`src/rtl/bcs_pkg.sv`:
```
package bcs_pkg;

  typedef enum logic [2:0] {
    LEN_ONE   = 3'b000,
    LEN_TWO   = 3'b001,
    LEN_FOUR  = 3'b010,
    LEN_EIGHT = 3'b011,
    LEN_PAGE  = 3'b111
  } len_code_e;

  localparam logic [1:0] OPM_NORMAL = 2'b00;

endpackage

```
`src/rtl/bcs_mode_dec.sv`:
```
module bcs_mode_dec
  import bcs_pkg::*;
#(
  parameter int COL_W = 9
) (
  input  logic [2:0]       len_code,
  input  logic             order_il,
  input  logic             is_write,
  input  logic             wr_single,
  input  logic [1:0]       op_mode,
  output logic [COL_W-1:0] mask,
  output logic             full,
  output logic             il_eff,
  output logic             bad
);

  logic [COL_W-1:0] prog_mask;
  logic             prog_full;
  logic             reserved_len;
  logic             force_one;

  // programmed length -> low-bit mask
  always_comb begin
    prog_mask    = '0;
    prog_full    = 1'b0;
    reserved_len = 1'b0;
    unique case (len_code)
      LEN_ONE:   prog_mask = '0;
      LEN_TWO:   prog_mask = COL_W'(1);
      LEN_FOUR:  prog_mask = COL_W'(3);
      LEN_EIGHT: prog_mask = COL_W'(7);
      LEN_PAGE: begin
        prog_mask = '1;
        prog_full = 1'b1;
      end
      default:   reserved_len = 1'b1;
    endcase
  end

  assign force_one = is_write & wr_single;

  // effective length after the write-single override
  always_comb begin
    if (force_one) begin
      mask = '0;
      full = 1'b0;
    end else begin
      mask = prog_mask;
      full = prog_full;
    end
  end

  assign il_eff = order_il & (mask != '0);
  assign bad    = reserved_len | (op_mode != OPM_NORMAL) | (full & order_il);

endmodule

```
`src/rtl/bcs_col_gen.sv`:
```
module bcs_col_gen #(
  parameter int COL_W = 9
) (
  input  logic [COL_W-1:0] base,
  input  logic [COL_W-1:0] beat,
  input  logic [COL_W-1:0] mask,
  input  logic             il,
  output logic [COL_W-1:0] col
);

  logic [COL_W-1:0] seq_low;
  logic [COL_W-1:0] il_low;
  logic [COL_W-1:0] low_sel;

  assign seq_low = base + beat;
  assign il_low  = base ^ beat;
  assign low_sel = il ? il_low : seq_low;
  assign col     = (base & ~mask) | (low_sel & mask);

endmodule

```
`src/rtl/bcs_ctrl.sv`:
```
module bcs_ctrl #(
  parameter int COL_W = 9
) (
  input  logic             clk,
  input  logic             rst_n,
  input  logic             start,
  input  logic             bad,
  input  logic [COL_W-1:0] start_col,
  input  logic [COL_W-1:0] mask_in,
  input  logic             full_in,
  input  logic             il_in,
  input  logic             term,
  output logic             active_q,
  output logic [COL_W-1:0] base_q,
  output logic [COL_W-1:0] beat_q,
  output logic [COL_W-1:0] mask_q,
  output logic             il_q,
  output logic             full_q,
  output logic             last,
  output logic             err_q
);

  logic             active_n;
  logic             err_n;
  logic [COL_W-1:0] beat_n;
  logic             cfg_en;
  logic             beat_en;

  assign last = active_q & (full_q ? term : (beat_q == mask_q));

  // next state
  always_comb begin
    active_n = active_q;
    beat_n   = beat_q;
    cfg_en   = 1'b0;
    beat_en  = 1'b0;
    err_n    = 1'b0;
    if (start) begin
      beat_en = 1'b1;
      beat_n  = '0;
      if (bad) begin
        active_n = 1'b0;
        err_n    = 1'b1;
      end else begin
        active_n = 1'b1;
        cfg_en   = 1'b1;
      end
    end else if (active_q) begin
      if (last) begin
        active_n = 1'b0;
      end else begin
        beat_en = 1'b1;
        beat_n  = beat_q + COL_W'(1);
      end
    end
  end

  // state registers
  always_ff @(posedge clk or negedge rst_n) begin
    if (!rst_n) begin
      active_q <= 1'b0;
      err_q    <= 1'b0;
    end else begin
      active_q <= active_n;
      err_q    <= err_n;
    end
  end

  always_ff @(posedge clk or negedge rst_n) begin
    if (!rst_n) begin
      beat_q <= '0;
    end else if (beat_en) begin
      beat_q <= beat_n;
    end
  end

  always_ff @(posedge clk or negedge rst_n) begin
    if (!rst_n) begin
      base_q <= '0;
      mask_q <= '0;
      il_q   <= 1'b0;
      full_q <= 1'b0;
    end else if (cfg_en) begin
      base_q <= start_col;
      mask_q <= mask_in;
      il_q   <= il_in;
      full_q <= full_in;
    end
  end

endmodule

```
`src/rtl/burst_col_seq.sv`:
```
module burst_col_seq #(
  parameter int COL_W = 9
) (
  input  logic             clk,
  input  logic             rst_n,
  input  logic             start_i,
  input  logic [COL_W-1:0] start_col_i,
  input  logic             is_write_i,
  input  logic [2:0]       len_code_i,
  input  logic             order_il_i,
  input  logic             wr_single_i,
  input  logic [1:0]       op_mode_i,
  input  logic             term_i,
  output logic [COL_W-1:0] col_o,
  output logic             valid_o,
  output logic             last_o,
  output logic             err_o
);

  localparam int SYNC_STAGES = 2;

  logic [SYNC_STAGES-1:0] rst_sync_q;
  logic                   rst_int_n;

  // asynchronous assert, synchronous release
  always_ff @(posedge clk or negedge rst_n) begin
    if (!rst_n) begin
      rst_sync_q <= '0;
    end else begin
      rst_sync_q <= {rst_sync_q[SYNC_STAGES-2:0], 1'b1};
    end
  end

  assign rst_int_n = rst_sync_q[SYNC_STAGES-1];

  logic [COL_W-1:0] dec_mask;
  logic             dec_full;
  logic             dec_il;
  logic             dec_bad;

  logic             active_q;
  logic [COL_W-1:0] base_q;
  logic [COL_W-1:0] beat_q;
  logic [COL_W-1:0] mask_q;
  logic             il_q;
  logic             full_q;
  logic             last_w;
  logic             err_q;

  bcs_mode_dec #(.COL_W(COL_W)) u_dec (
    .len_code  (len_code_i),
    .order_il  (order_il_i),
    .is_write  (is_write_i),
    .wr_single (wr_single_i),
    .op_mode   (op_mode_i),
    .mask      (dec_mask),
    .full      (dec_full),
    .il_eff    (dec_il),
    .bad       (dec_bad)
  );

  bcs_ctrl #(.COL_W(COL_W)) u_ctrl (
    .clk       (clk),
    .rst_n     (rst_int_n),
    .start     (start_i),
    .bad       (dec_bad),
    .start_col (start_col_i),
    .mask_in   (dec_mask),
    .full_in   (dec_full),
    .il_in     (dec_il),
    .term      (term_i),
    .active_q  (active_q),
    .base_q    (base_q),
    .beat_q    (beat_q),
    .mask_q    (mask_q),
    .il_q      (il_q),
    .full_q    (full_q),
    .last      (last_w),
    .err_q     (err_q)
  );

  bcs_col_gen #(.COL_W(COL_W)) u_gen (
    .base (base_q),
    .beat (beat_q),
    .mask (mask_q),
    .il   (il_q),
    .col  (col_o)
  );

  assign valid_o = active_q;
  assign last_o  = last_w;
  assign err_o   = err_q;

endmodule

```
`config.mk`:
```
export PLATFORM = sky130hd
export DESIGN_NAME = burst_col_seq
export DESIGN_NICKNAME = d
export VERILOG_FILES = /design/src/rtl/bcs_pkg.sv /design/src/rtl/bcs_mode_dec.sv /design/src/rtl/bcs_col_gen.sv /design/src/rtl/bcs_ctrl.sv /design/src/rtl/burst_col_seq.sv
export SDC_FILE = /design/constraint.sdc
export NUM_CORES = 1
export LEC_CHECK = 0
export BUFFER_PORTS_ARGS = -buffer_cell sky130_fd_sc_hd__clkbuf_2
export CORE_MARGIN = 1
export CORE_UTILIZATION = 57
export DETAILED_ROUTE_END_ITERATION = 8
export PLACE_DENSITY = 0.87
export SYNTH_ARGS = -nofsm -noshare
export SYNTH_HDL_FRONTEND = slang
export SYNTH_HIERARCHICAL = 1
export SYNTH_SLANG_ARGS = --single-unit
```
`constraint.sdc`:
```
create_clock -name clk -period 3.1 [get_ports clk]
set_input_delay 0.465 -clock clk [delete_from_list [all_inputs] [get_ports clk]]
set_output_delay 0.465 -clock clk [all_outputs]
set_load 0.01 [all_outputs]
```
==> run summary <==
vias per std cell: 5.83
gr ovfl total: 0
status: complete, no violations
register bit total from synthesis: 33
Final TNS setup: 0 ns
Max Slew Vio Count: 0
die area: 4030 sq um
DRT Wirelength: 4390 um
n_diodes: 0
period utilisation layout: 93.9%
Synth area leader: dfrtp_1
achievable clock frequency: 344 MHz
post-route ant nets: 0
worst hold path type: register to async pin
total I/O pin count: 33
Most used DFF post-synth: dfrtp_1
routed via count: 1661
adder-cell share of the synthesized area: 6.15%
Multi-input gate area: 1240 sq um
syn_nets: 237
Leak: 1.17 nW
CTS Buffer Depth: 2
Mapped Area: 2160 sq um
initial antenna violation count: 0
Post-Route Skew: 0.00260 ns
WL/cell: 15.4 um
power per cell area: 532 nW/um^2
Initial Utilization: 62.2%
Worst Path Required: 2.63 ns
GRT Total Usage: 24.7%
VDD IR max: 0.000405 V
clock sinks: 33
crit end category: primary output
Port Buffers: 32
core area: 3470 sq um
Clk Latency, worst-skew pair: 0.29 ns
Seq/Total Area, Yosys: 38.3%
post-synthesis xor/xnor area fraction: 7.25%
clock buffer count from CTS: 5
Iter 0 DRT Violations: 78
post-layout util: 71.0%
dpl hpwl: 3190 um
CTS tree: done
share of cells above drive strength 1: 36.4%
vias in the first global route: 1636
std cell rows: 21
Die H: 63.5 um
share of the synthesized area in the top cell type: 38.3%
largest family of logic cells by synthesized area: simple AND/OR/NAND/NOR gates
post-synthesis compound-gate area fraction: 11.7%
WP data arrival: 2.45 ns
Cell variety after synth: 52
Synth Area in Simple Gates: 16.9%
1st-pass router iterations: 4
Root Driver: clkbuf_8
number of H-tree levels: 2
Synth async-reset ratio: 100%
Final nets: 269
Area growth, synth to finish: 14.3%
mux contribution to synthesized area: 14.7%
Mapped Cells: 206
Reg area: 827 sq um
Worst Setup Path Type: register to primary output
CP startpoint kind: register
syn avg cell area: 10.5 sq um
largest net degree at the start of global routing: 32
EDFF count, synth: 0
Clk pin slew, worst setup/hold paths: 0.06 ns
min Tclk post-route: 2.91 ns
placer congestion estimate: 0.831
Synth warnings: 6
RSZ-0062 raised after global routing: no
setup violators final: 0
residual DRC count: 0
MaxCap Viol Count: 0
top cells by area, synth: dfrtp_1 (38%), mux2_2 (14%), ha_1 (5.2%)
first-pass GRT wire length: 7420 um
critical path peak fanout: 4
FILL cells: 276
final hold violations: 0
die width: 63.5 um
[Yosys cell counts (2+ instances only)]
cell type,number
dfrtp_1,33
nand2b_1,3
ha_1,9
nand3b_1,2
buf_4,7
and2_1,2
o21ai_0,4
a211oi_2,3
a21o_1,2
nor2b_1,4
nand3_1,4
and4_2,2
nand2_1,11
nor2_1,20
nand4_1,2
a31oi_1,2
xnor2_1,7
a21oi_1,10
buf_1,2
xor2_1,9
and3_1,3
nor4_1,2
nor3_1,2
inv_1,7
a31o_2,2
mux2_2,26
[placed cells by master, fill, tap and decap left out, types with 2 or more instances in the layout]
cell / count
clkbuf_2: 32
dfrtp_1: 32
mux2_2: 26
nor2_1: 20
nand2_1: 11
a21oi_1: 10
xor2_1: 9
ha_1: 9
inv_1: 7
xnor2_1: 7
clkbuf_8: 6
nor2b_1: 4
nand3_1: 4
o21ai_0: 4
and3_1: 3
buf_4: 3
nor4_1: 2
a21o_1: 2
and2_1: 2
nand4_1: 2
nor3_1: 2
a31o_2: 2
nand2b_1: 2
and4_2: 2
a211oi_2: 2
nand3b_1: 2
a31oi_1: 2
[layer usage]
metal,track usage [%],wire length [um],vias to the layer above
met1,29.0,1840,823
li1,-,-,790
met5,0,0,-
met3,7.25,209,8
met4,9.94,59,0
met2,41.9,2280,40
[power by group]
group | internal [mW] | switching [mW]
Combinational | 0.173 | 0.177
Clock | 0.262 | 0.156
Sequential | 0.484 | 0.0574
Total | 0.919 | 0.391
[critical path, cell delays in order (launching register included)]
cell	delay [ns]
dfrtp_1	0.37
ha_1	0.19
inv_1	0.06
fa_1	0.39
nand2b_4	0.17
a211oi_4	0.32
a31oi_1	0.14
xnor2_1	0.13
mux2_2	0.26
clkbuf_2	0.12
[kinds of logic after synthesis]
group,count (synthesis)
AOI/OAI and AO/OA,33
xor gates and xnor gates,17
adders and majority gates,10
buffers and inverters,18
DFF,33
muxes,28
other,1
and+or+nand+nor,66
[state kept, by name, summed over array words and instances, names as in the netlist]
register,flops
rst_sync_q,2
u_ctrl/err_q,1
u_ctrl/active_q,1
u_ctrl/base_q,9
u_ctrl/il_q,1
u_ctrl/full_q,1
u_ctrl/mask_q,9
u_ctrl/beat_q,9
[repair_timing]
item                       4_1_cts  5_1_grt
hold endpoints to repair         2        0
resized for setup                0        3
buffers inserted                 0        1
hold buffers                     1        0
setup endpoints to repair        0        2
[final timing paths]
check,startpoint,end,slack [ns],cells past startpoint
max in group asynchronous,rst_n,rst_sync_q[0],2.51,2
hold / removal,rst_sync_q[1],u_ctrl/full_q,0.26,1
setup / recovery,u_ctrl/base_q[0],col_o[6],0.19,9
setup reg to reg,u_ctrl/beat_q[0],u_ctrl/beat_q[4],0.99,6
hold reg to reg,rst_sync_q[1],u_ctrl/full_q,0.26,1
min in group clk,rst_sync_q[0],rst_sync_q[1],0.35,0
[layout make-up]
cell class / count / share of cell area (%)
inverters: 7 / 1.07
flip-flops and latches: 33 / 33.6
repair buffers: 36 / 7.82
clock buffers: 7 / 3.50
well taps: 46 / 2.34
multi-input cells: 155 / 50.5
clock inverters: 1 / 1.22
[stage by stage]
| step | total power, mW | cells | setup slack (ns) | hold WS [ns] | area [sq um] |
|---|---|---|---|---|---|
| finish | 1.31 | 285 | 0.189 | 0.258 | 2460 |
| global placement | 0.873 | 275 | 0.443 | 0.251 | 2310 |
| CTS | 1.32 | 284 | 0.0504 | 0.272 | 2440 |
| global route | 1.39 | 285 | 0.0470 | 0.302 | 2460 |
| floorplan | 0.795 | 206 | 0.634 | 0.169 | 2160 |
| detailed placement | 0.890 | 275 | 0.373 | 0.254 | 2310 |
No activity file was read; power rests on OpenSTA's default activity.
